$ cat src/rtl/freeze_pkg.sv
package freeze_pkg;
  localparam int unsigned SEL_W = 2;
  localparam logic [SEL_W-1:0] SEL_SETVIEW = 2'd0;
  localparam logic [SEL_W-1:0] SEL_CLRVIEW = 2'd1;
  localparam logic [SEL_W-1:0] SEL_DBGEN   = 2'd2;
endpackage

$ cat src/rtl/freeze_state_reg.sv
module freeze_state_reg #(
  parameter int unsigned N_PERIPH = 5,
  parameter int unsigned WDOG_BIT = 3
) (
  input  logic                clk,
  input  logic                rst_n,
  input  logic                set_we,
  input  logic                clr_we,
  input  logic [N_PERIPH-1:0] wdata,
  input  logic                wdog_nmi_mode,
  output logic [N_PERIPH-1:0] state
);
  logic [N_PERIPH-1:0] set_mask, clr_mask, wd_block;

  // Mask of the state bits the NMI mode protects from a software set.
  generate
    for (genvar i = 0; i < N_PERIPH; i++) begin : g_block
      if (i == WDOG_BIT) begin : g_wd
        assign wd_block[i] = wdog_nmi_mode;
      end else begin : g_other
        assign wd_block[i] = 1'b0;
      end
    end
  endgenerate

  assign set_mask = set_we ? (wdata & ~wd_block) : '0;
  assign clr_mask = clr_we ? wdata : '0;

  always_ff @(posedge clk or negedge rst_n) begin
    if (!rst_n) state <= '0;
    else        state <= (state & ~clr_mask) | set_mask;
  end

  assert_idle_stable_R3: assert property (@(posedge clk) disable iff (!rst_n)
    (!set_we && !clr_we) |=> $stable(state));

  generate
    for (genvar i = 0; i < N_PERIPH; i++) begin : g_chk
      localparam bit IS_WD = (i == WDOG_BIT);
      assert_set_takes_R2: assert property (@(posedge clk) disable iff (!rst_n)
        (set_we && wdata[i] && (!IS_WD || !wdog_nmi_mode)) |=> state[i]);
      assert_clear_takes_R4: assert property (@(posedge clk) disable iff (!rst_n)
        (clr_we && wdata[i] && !(set_we && (!IS_WD || !wdog_nmi_mode))) |=> !state[i]);
      assert_zero_ignored_R3: assert property (@(posedge clk) disable iff (!rst_n)
        !wdata[i] |=> $stable(state[i]));
      if (IS_WD) begin : g_wdchk
        assert_nmi_blocks_R6: assert property (@(posedge clk) disable iff (!rst_n)
          (set_we && wdata[i] && wdog_nmi_mode && !state[i]) |=> !state[i]);
      end
    end
  endgenerate
endmodule

$ cat src/rtl/freeze_dbg_reg.sv
module freeze_dbg_reg (
  input  logic clk,
  input  logic rst_n,
  input  logic dbg_we,
  input  logic wbit,
  output logic dbg_en
);
  always_ff @(posedge clk or negedge rst_n) begin
    if (!rst_n)      dbg_en <= 1'b1;
    else if (dbg_we) dbg_en <= wbit;
  end

  assert_dbg_load_R11: assert property (@(posedge clk) disable iff (!rst_n)
    dbg_we |=> (dbg_en == $past(wbit)));
  assert_dbg_hold_R11: assert property (@(posedge clk) disable iff (!rst_n)
    !dbg_we |=> $stable(dbg_en));
endmodule

$ cat src/rtl/freeze_out_gen.sv
module freeze_out_gen #(
  parameter int unsigned N_PERIPH = 5,
  parameter int unsigned WDOG_BIT = 3
) (
  input  logic                clk,
  input  logic                rst_n,
  input  logic [N_PERIPH-1:0] state,
  input  logic                cpu_halted,
  input  logic                dbg_en,
  output logic [N_PERIPH-1:0] frz_out
);
  generate
    for (genvar i = 0; i < N_PERIPH; i++) begin : g_line
      logic halt_force;
      if (i == WDOG_BIT) begin : g_wd
        assign halt_force = cpu_halted;
      end else begin : g_other
        assign halt_force = cpu_halted & dbg_en;
      end
      assign frz_out[i] = state[i] | halt_force;
    end
  endgenerate

  assert_halt_all_R7: assert property (@(posedge clk) disable iff (!rst_n)
    (cpu_halted && dbg_en) |-> (&frz_out));
  assert_halt_wdog_R8: assert property (@(posedge clk) disable iff (!rst_n)
    cpu_halted |-> frz_out[WDOG_BIT]);
  assert_run_follow_R9: assert property (@(posedge clk) disable iff (!rst_n)
    !cpu_halted |-> (frz_out == state));
endmodule

$ cat src/rtl/freeze_rd_mux.sv
module freeze_rd_mux
  import freeze_pkg::*;
#(
  parameter int unsigned N_PERIPH = 5,
  parameter int unsigned DATA_W   = 16
) (
  input  logic [SEL_W-1:0]    rd_sel,
  input  logic [N_PERIPH-1:0] state,
  input  logic                dbg_en,
  output logic [DATA_W-1:0]   rdata
);
  localparam int unsigned PAD_ST = DATA_W - N_PERIPH;
  localparam int unsigned PAD_EN = DATA_W - 1;

  always_comb begin
    unique case (rd_sel)
      SEL_SETVIEW, SEL_CLRVIEW: rdata = {{PAD_ST{1'b0}}, state};
      SEL_DBGEN:                rdata = {{PAD_EN{1'b0}}, dbg_en};
      default:                  rdata = '0;
    endcase
  end

  initial assert (DATA_W > N_PERIPH);
endmodule

$ cat src/rtl/freeze_ctrl.sv
module freeze_ctrl #(
  parameter int unsigned N_PERIPH = 5,
  parameter int unsigned WDOG_BIT = 3,
  parameter int unsigned DATA_W   = 16
) (
  input  logic                clk,
  input  logic                rst_n,
  input  logic                set_we,
  input  logic                clr_we,
  input  logic                dbg_we,
  input  logic [N_PERIPH-1:0] wdata,
  input  logic [1:0]          rd_sel,
  output logic [DATA_W-1:0]   rdata,
  input  logic                cpu_halted,
  input  logic                wdog_nmi_mode,
  output logic [N_PERIPH-1:0] frz_out,
  output logic [N_PERIPH-1:0] frz_state
);
  logic [N_PERIPH-1:0] state;
  logic                dbg_en;

  freeze_state_reg #(.N_PERIPH(N_PERIPH), .WDOG_BIT(WDOG_BIT)) u_state (
    .clk(clk), .rst_n(rst_n), .set_we(set_we), .clr_we(clr_we),
    .wdata(wdata), .wdog_nmi_mode(wdog_nmi_mode), .state(state));

  freeze_dbg_reg u_dbg (
    .clk(clk), .rst_n(rst_n), .dbg_we(dbg_we), .wbit(wdata[0]), .dbg_en(dbg_en));

  freeze_out_gen #(.N_PERIPH(N_PERIPH), .WDOG_BIT(WDOG_BIT)) u_out (
    .clk(clk), .rst_n(rst_n), .state(state), .cpu_halted(cpu_halted),
    .dbg_en(dbg_en), .frz_out(frz_out));

  freeze_rd_mux #(.N_PERIPH(N_PERIPH), .DATA_W(DATA_W)) u_rd (
    .rd_sel(rd_sel), .state(state), .dbg_en(dbg_en), .rdata(rdata));

  assign frz_state = state;

  assert_set_wins_R5: assert property (@(posedge clk) disable iff (!rst_n)
    (set_we && clr_we && wdata[0]) |=> frz_state[0]);
  assert_state_under_halt_R12: assert property (@(posedge clk) disable iff (!rst_n)
    (!set_we && !clr_we) |=> (frz_state == $past(frz_state)));
endmodule

$ cat config.mk
export PLATFORM = sky130hd
export DESIGN_NAME = freeze_ctrl
export DESIGN_NICKNAME = d
export VERILOG_FILES = /design/src/rtl/freeze_pkg.sv /design/src/rtl/freeze_state_reg.sv /design/src/rtl/freeze_dbg_reg.sv /design/src/rtl/freeze_out_gen.sv /design/src/rtl/freeze_rd_mux.sv /design/src/rtl/freeze_ctrl.sv
export SDC_FILE = /design/constraint.sdc
export NUM_CORES = 1
export LEC_CHECK = 0
export CAP_MARGIN = 20
export CORE_MARGIN = 4
export CORE_UTILIZATION = 28
export DETAILED_ROUTE_END_ITERATION = 8
export GPL_TIMING_DRIVEN = 1
export PLACE_DENSITY_LB_ADDON = 0.08
export SYNTH_ARGS = -nofsm -noshare
export SYNTH_HDL_FRONTEND = slang
export SYNTH_HIERARCHICAL = 1
export SYNTH_SLANG_ARGS = --single-unit
$ cat constraint.sdc
create_clock -name clk -period 1.4 [get_ports clk]
set_clock_uncertainty 0.2 [all_clocks]
set_input_delay 0.42 -clock clk [delete_from_list [all_inputs] [get_ports clk]]
set_output_delay 0.42 -clock clk [all_outputs]
set_load 0.02 [all_outputs]
Word-level counts from Yosys, hierarchy flattened --
Cells that the tools add are included.
Word-level totals: bits in registers 6, bits of input ports 14, output and inout port bits 26
Operators by class: muxes and demuxes 3, eq/ne operators 2, reductions and logical operators 2, bitwise gates (word level) 11
Operators by type and width (number):
- 5-bit AND | 2
- 5-bit two-way mux | 2
- 5-bit case mux with 2 select lines | 1
- 4-bit inverter with 5-bit output | 1
- 5-bit inverter | 1
- 1-bit OR | 5
- 5-bit OR | 1
- 2-bit by 1-bit == test with 1-bit output (second input constant) | 1
- 2-bit == test (second input constant) | 1
- 2-bit logical NOT | 1
- 2-bit OR reduction | 1
- 1-bit AND | 1

Longest topological paths before layout --
Gate-level depths: netlist of the first run.
depth after elaboration 4, depth in mapped cells 2, gate-level depth less buffers 2

Modules after synthesis --
The synthesis of the first run kept the hierarchy.
By module, submodules not included:
- freeze_state_reg | times used 1, cells an instance 16, area an instance 191.4 sq um
- freeze_rd_mux | times used 1, cells an instance 19, area an instance 127.6 sq um
- freeze_dbg_reg | times used 1, cells an instance 2, area an instance 41.3 sq um
- freeze_out_gen | times used 1, cells an instance 5, area an instance 41.3 sq um

Least setup slack after synthesis of the first run --
OpenSTA, ideal clock, no wires.
path type reg2out, start point reg u_state.state[0], end point out rdata[0], arrival time 1.000 ns, path slack -0.220 ns, cell stages (with the launch flop) 3, buffers on the path 0, cells stage by stage dfrtp_1 -> inv_1 -> o21ai_0
On the way: cells in the longest elaborated chain, start to end 1
RTL lines:
- from (decl) | RTL line freeze_state_reg.sv:11 | output logic [N_PERIPH-1:0] state
- from (signal assigned) | RTL line freeze_state_reg.sv:31 | else state <= (state & ~clr_mask) | set_mask;
- 5-bit case mux with 2 select lines | RTL line freeze_rd_mux.sv:16 | unique case (rd_sel)
- to (decl) | RTL line freeze_ctrl.sv:13 | output logic [DATA_W-1:0] rdata,
Every way passes these cells.

Final worst setup path of the first run --
start point reg u_dbg.dbg_en, end point out rdata[0]
On the way: cells in the longest elaborated chain, start to end 1
RTL lines:
- from (decl) | RTL line freeze_dbg_reg.sv:6 | output logic dbg_en
- from (signal assigned) | RTL line freeze_dbg_reg.sv:10 | else if (dbg_we) dbg_en <= wbit;
- 5-bit case mux with 2 select lines | RTL line freeze_rd_mux.sv:16
Every way passes these cells.

==> results of run 1 <==
repair_timing:
action	in CTS	in global routing
gates resized for setup	107	0
endpoints found under the setup margin	15	15
hold buffers	0	0
pin swaps	3	1
buffers inserted	2	0
routing by layer:
| metal | GRT usage (%) | part of all wire [%] |
|---|---|---|
| met1 | 13.8 | 38 |
| met5 | 0 | 0 |
| met4 | 8.52 | 1.0 |
| met2 | 18.7 | 48 |
| met3 | 5.14 | 12 |
cell families (layout without fill, tap and decap cells):
family	after synthesis	count (layout)	synth area share [%]
AOI/OAI and AO/OA	10	10	20.9
buffers and inverters	12	42	21.5
DFF	6	6	37.7
muxes	1	1	3.74
other	1	11	0.934
and+or+nand+nor	12	12	15.3
metrics by stage:
stage / TNS, ns / power (mW) / std cells / hold slack (ns)
final: -2.61 / 0.750 / 97 / 0.220
after global placement: -11.84 / 0.538 / 91 / 0.398
after floorplan: 0 / 0.382 / 52 / -0.0756
after detailed placement: -11.75 / 0.539 / 91 / 0.401
after global routing: -3.30 / 0.797 / 97 / 0.242
after CTS: -2.79 / 0.763 / 97 / 0.223
flip-flops by register name (all words and copies together), names as in the netlist:
name and flops:
u_state/state 5, u_dbg/dbg_en 1
final cells by class:
class	instances	share of cell area, %
timing repair buffer	37	45.9
multi-input combinational	34	29.2
sequential	6	18.8
clock buffer	4	3.27
tap	15	2.33
inverter	1	0.467
worst register-to-register path: stages, from the launching register on:
cell and delay, ns:
dfrtp_1 0.41, buf_6 0.13, buf_4 0.12, a22o_1 0.17
worst max path at each step:
stage	from	to	slack [ns]	cells past startpoint
2_1_floorplan	u_state/state[0]	rdata[0]	0.01	2
3_3_place_gp	rd_sel[1]	rdata[2]	-1.01	4
3_5_place_dp	rd_sel[1]	rdata[3]	-1.02	4
4_1_cts	u_dbg/dbg_en	rdata[0]	-0.33	3
5_1_grt	u_dbg/dbg_en	rdata[0]	-0.38	3
6_report	u_dbg/dbg_en	rdata[0]	-0.33	3
report_power, final:
group | internal, mW | total [mW] | switching [mW] | leakage [nW]
registers | 0.196 | 0.220 | 0.0240 | 0.0682
clock network | 0.108 | 0.170 | 0.0617 | 0.0150
logic | 0.200 | 0.360 | 0.160 | 0.329
layout by cell type (no fill, tap or decap):
cell type,instances
conb_1,11
dlygate4sd2_1,1
buf_6,18
dfstp_2,1
or2_1,1
buf_4,7
o2bb2ai_1,1
inv_1,1
clkbuf_1,1
mux2_4,1
dfrtp_1,5
clkbuf_4,3
clkdlybuf4s50_1,10
nand2_1,6
nand3b_1,1
a21o_2,4
a22o_1,4
nor2b_4,4
buf_2,1
o21ai_2,1
==> key figures, run 1 <==
Logic synthesis
  • Mapped Cells: 42
  • Post-synth top cells: 11 x buf_4, 6 x nand2_1, 5 x dfrtp_1
  • Post-synthesis area per instance: 9.56 um^2
  • Ys flop type: dfrtp_1
  • Syn. warnings: 6
  • Post-synth EDFFs: 0
  • Post-Syn Area: 402 um^2
  • Yosys top cell by area: dfrtp_1
  • Synth cell types: 14
  • Asr flop ratio synth: 100%
  • Seq/Total Area, Yosys: 37.7%
  • Synth area leaders: dfrtp_1 31%, buf_4 21%, a21o_2 8.7%
  • Top-area cell type share of the netlist area: 31.2%
  • #FFs+latches synth: 6
  • Most frequent cell after synthesis: buf_4

Layout
  • Antenna Cells: 0
  • Final core utilization: 60.3%
  • Fillcell total: 117
  • Layout cell share with drive strength beyond 1: 48.8%
  • Final Cell Area: 805 um^2
  • Area Growth Syn to Fin: 100%
  • Layout net count: 97
  • Area taken by flip-flops and latches: 151 um^2
  • Footprint of the multi-input gates: 235 um^2

Global route
  • Grt total ovfl: 0
  • Largest net degree at the start of global routing: 7
  • GR Util All Layers: 12.3%
  • Global-route wire length before repair: 1.78 mm
  • Vias in the first global route: 399
  • Antenna violations before repair: 0

Worst setup path
  • CP max-delay cell: dfstp_2
  • Crit-path max cell delay: 0.57 ns
  • Buf+Inv Stages, Crit Path: 1
  • R2R depth: 3
  • WS Path Type: reg2out
  • Crit path launch type: register
  • Crit Path Max Fanout: 6
  • Crit end category: primary output
  • CP delay by family, top: flip-flops
  • Worst R2R Start: u_state/state[2]
  • Data arrival, critical path: 1.11 ns
  • Worst path required time: 0.78 ns
  • CP cell instances: nand3b_1, o21ai_2, buf_6
  • FF-to-FF End: u_state/state[2]
  • R2R Setup Slk: 0.25 ns

Clock network
  • Clk slew on worst S/H paths: 0.05 ns
  • CTS Buffer Depth: 2
  • CTS root buffer: clkbuf_4
  • CTS tree: yes
  • H-tree lvl count: 1
  • Clock latency on the worst-skew pair: 0.23 ns
  • Clock Sinks: 6
  • Inserted Clock Buffers: 3

Placement
  • PortBufs: 28
  • Cell Area, Placed: 722 um^2
  • Final RePlAce weighted congestion: 0.678
  • Pre-CTS setup slack: -1.02 ns
  • DP Wirelength: 931 um

Route
  • Drt total wl: 1.15 mm
  • DR DRC count: 0
  • Vias/cell: 4.18
  • Drt wl/cell: 11.9 um
  • Detailed Route Iter0 Violations: 3
  • Drt pass-1 iters: 4
  • Vias post-DR: 405
  • Antenna-violating nets left: 0

Timing
  • RSZ-0062 raised after global routing: yes
  • Period utilisation layout: 123%
  • Final setup viols: 15
  • Final worst path period need: 1.73 ns
  • Final Hold Fails: 0
  • F_max: 579 MHz
  • Worst Slack Setup Final: -0.328 ns
  • Max-slew violations: 0

Floorplanning
  • Initial core utilization: 30.1%
  • Die W: 45.9 um
  • DIE AREA: 2100 um^2
  • Top Ports: 40
  • Chip height: 45.9 um
  • Core area: 1330 um^2
  • # rows: 13

Status
  • Status: finished with violations
  • Failing checks: negative setup slack

Flow run
  • Maxcap violations: 0

Pwr
  • Worst vdd ir: 0.417 mV
  • PD cells: 932 nW/um^2
  • P_leak: 0.413 nW

Worst hold path
  • Hold Path Class: in2async
(Power assumes the default switching activity.)
==> inputs of run 2 (changes only) <==
--- a/config.mk
+++ b/config.mk
@@ -6,8 +6,8 @@
 export NUM_CORES = 1
 export LEC_CHECK = 0
 export CAP_MARGIN = 20
-export CORE_MARGIN = 4
-export CORE_UTILIZATION = 28
+export CORE_MARGIN = 2
+export CORE_UTILIZATION = 25
 export DETAILED_ROUTE_END_ITERATION = 8
 export GPL_TIMING_DRIVEN = 1
 export PLACE_DENSITY_LB_ADDON = 0.08
==> constraint.sdc (replaced) <==
create_clock -name clk -period 1.41 [get_ports clk]
set_clock_uncertainty 0.2 [all_clocks]
set_input_delay 0.423 -clock clk [delete_from_list [all_inputs] [get_ports clk]]
set_output_delay 0.423 -clock clk [all_outputs]
set_load 0.02 [all_outputs]
==> run 2 against run 1 <==
Net effect:
- the run still ends with negative setup slack left
- final area increased by 2.3%
- combinational power grew 2%
- core utilization shrank 5.7 points
- setup slack better by 0.014 ns
- register-to-register slack barely moved
- routed wire length is 4.5% lower
- sequential share of layout area shrank 0.28 points
==> key figures, run 2 (synthesis results as in run 1) <==
Global route
  • Global-route wire length before repair: 1.69 mm
  • Largest net degree at the start of global routing: 7
  • Vias in the first global route: 354
  • Grt total ovfl: 0
  • Antenna violations before repair: 0
  • GR Util All Layers: 12.3%

Floorplanning
  • DIE AREA: 1940 um^2
  • # rows: 14
  • Initial core utilization: 26.7%
  • Die W: 44.1 um
  • Chip height: 44.1 um
  • Top Ports: 40
  • Core area: 1510 um^2

Timing
  • Final worst path period need: 1.72 ns
  • Worst Slack Setup Final: -0.313 ns
  • Final Hold Fails: 0
  • WHS: 0.212 ns
  • Total negative setup slack: -2.64 ns
  • Final setup viols: 15
  • F_max: 580 MHz
  • Period utilisation layout: 122%
  • RSZ-0062 raised after global routing: yes
  • Max-slew violations: 0

Layout
  • Layout net count: 99
  • Commonest non-fill, non-tap cell in the layout: buf_6
  • Final Cell Area: 823 um^2
  • Most frequent cells in the layout: 19 x buf_6, 11 x conb_1, 10 x clkdlybuf4s50_1
  • Layout cell share with drive strength beyond 1: 51.2%
  • Antenna Cells: 0
  • Fin cells: 100
  • Area Growth Syn to Fin: 105%
  • Regs by FF count: u_state/state: 5 flops, u_dbg/dbg_en: 1 flops
  • Max FFs per register: 5
  • Largest reg by FF count: u_state/state

Placement
  • PortBufs: 28
  • Placed cells: 92
  • Final RePlAce weighted congestion: 0.646
  • DP Wirelength: 817 um
  • Cell Area, Placed: 723 um^2

Route
  • Detailed Route Iter0 Violations: 6
  • Vias/cell: 4.05
  • Antenna-violating nets left: 0
  • Vias post-DR: 405
  • Drt total wl: 1.10 mm
  • Drt wl/cell: 11.0 um
  • Drt pass-1 iters: 2
  • DR DRC count: 0

Worst setup path
  • Crit end category: primary output
  • WS Path Type: reg2out
  • CP cell instances: nand3b_1, o21ai_2, buf_6
  • CP max-delay cell: dfstp_2
  • Worst path required time: 0.79 ns
  • R2R depth: 3
  • R2R Setup Slk: 0.24 ns
  • Crit path launch type: register
  • Crit-path max cell delay: 0.57 ns
  • Data arrival, critical path: 1.10 ns
  • Crit Path Max Fanout: 6
  • Worst R2R Start: u_state/state[2]
  • FF-to-FF End: u_state/state[2]

Pwr
  • Worst vdd ir: 0.533 mV
  • Power Total: 0.758 mW
  • PD cells: 920 nW/um^2
  • P_leak: 0.421 nW

Clock network
  • Clock latency on the worst-skew pair: 0.24 ns
  • Inserted Clock Buffers: 3
  • Clock Sinks: 6
  • H-tree lvl count: 1
  • Hold_buf cts: 0
  • CTS tree: yes
  • Clk slew on worst S/H paths: 0.05 ns
  • CTS Buffer Depth: 2
  • CTS root buffer: clkbuf_4

Flow run
  • Maxcap violations: 0

Status
  • Status: finished with violations
  • Failing checks: negative setup slack

Worst hold path
  • Hold Path Class: in2async
## run 2: cell types whose count changed in the layout (fill, tap and decap cells not counted), sizes merged
cell	change
buf	+2
## run 2: per-layer routing
layer	global-route usage [%]	part of all wire, %	vias to the layer above
met3	4.90	9.8	0
met5	0	0	-
li1	-	-	206
met2	16.8	49	22
met1	16.4	41	177
met4	7.27	0	0
## run 2: how the worst max path moves through the flow
stage	slack (ns)	to	cells past startpoint	start
floorplan	0.02	rdata[0]	2	u_state/state[0]
global placement	-0.94	rdata[0]	4	rd_sel[1]
detailed placement	-0.96	rdata[0]	4	rd_sel[1]
CTS	-0.33	rdata[0]	3	u_dbg/dbg_en
global route	-0.39	rdata[0]	3	u_dbg/dbg_en
finish	-0.31	rdata[0]	3	u_dbg/dbg_en
## run 2: final cells by class
type | instances | area (um^2)
sequential | 6 | 153
tap | 16 | 20.0
multi-input combinational | 34 | 235
inverter | 1 | 3.75
fill | 149 | 683
timing repair buffer | 39 | 385
clock buffer | 4 | 26.3
## run 2: worst max-delay path, delay by kind of cell (launching register included)
family	cells	cell delay, ns
AOI/OAI and AO/OA	1	0.07
buffers and inverters	1	0.13
DFF	1	0.57
and+or+nand+nor	1	0.10
## run 2: repair_timing
item | 4_1_cts | 5_1_grt
pin swaps | 3 | 2
cloned | 0 | 0
setup buffers | 3 | 1
gates resized for setup | 103 | 5
endpoints found under the setup margin | 15 | 15
## run 2: stage by stage
step	util (%)	worst slack (ns)
after global routing	54.7	-0.390
final	54.7	-0.313
after global placement	48.0	-0.945
after floorplan	-	0.0193
after detailed placement	48.0	-0.958
after CTS	53.2	-0.332
## run 2: power by group
group / internal (mW) / switching (mW)
sequential: 0.195 / 0.0248
combinational: 0.208 / 0.159
clock: 0.107 / 0.0635
total: 0.511 / 0.247
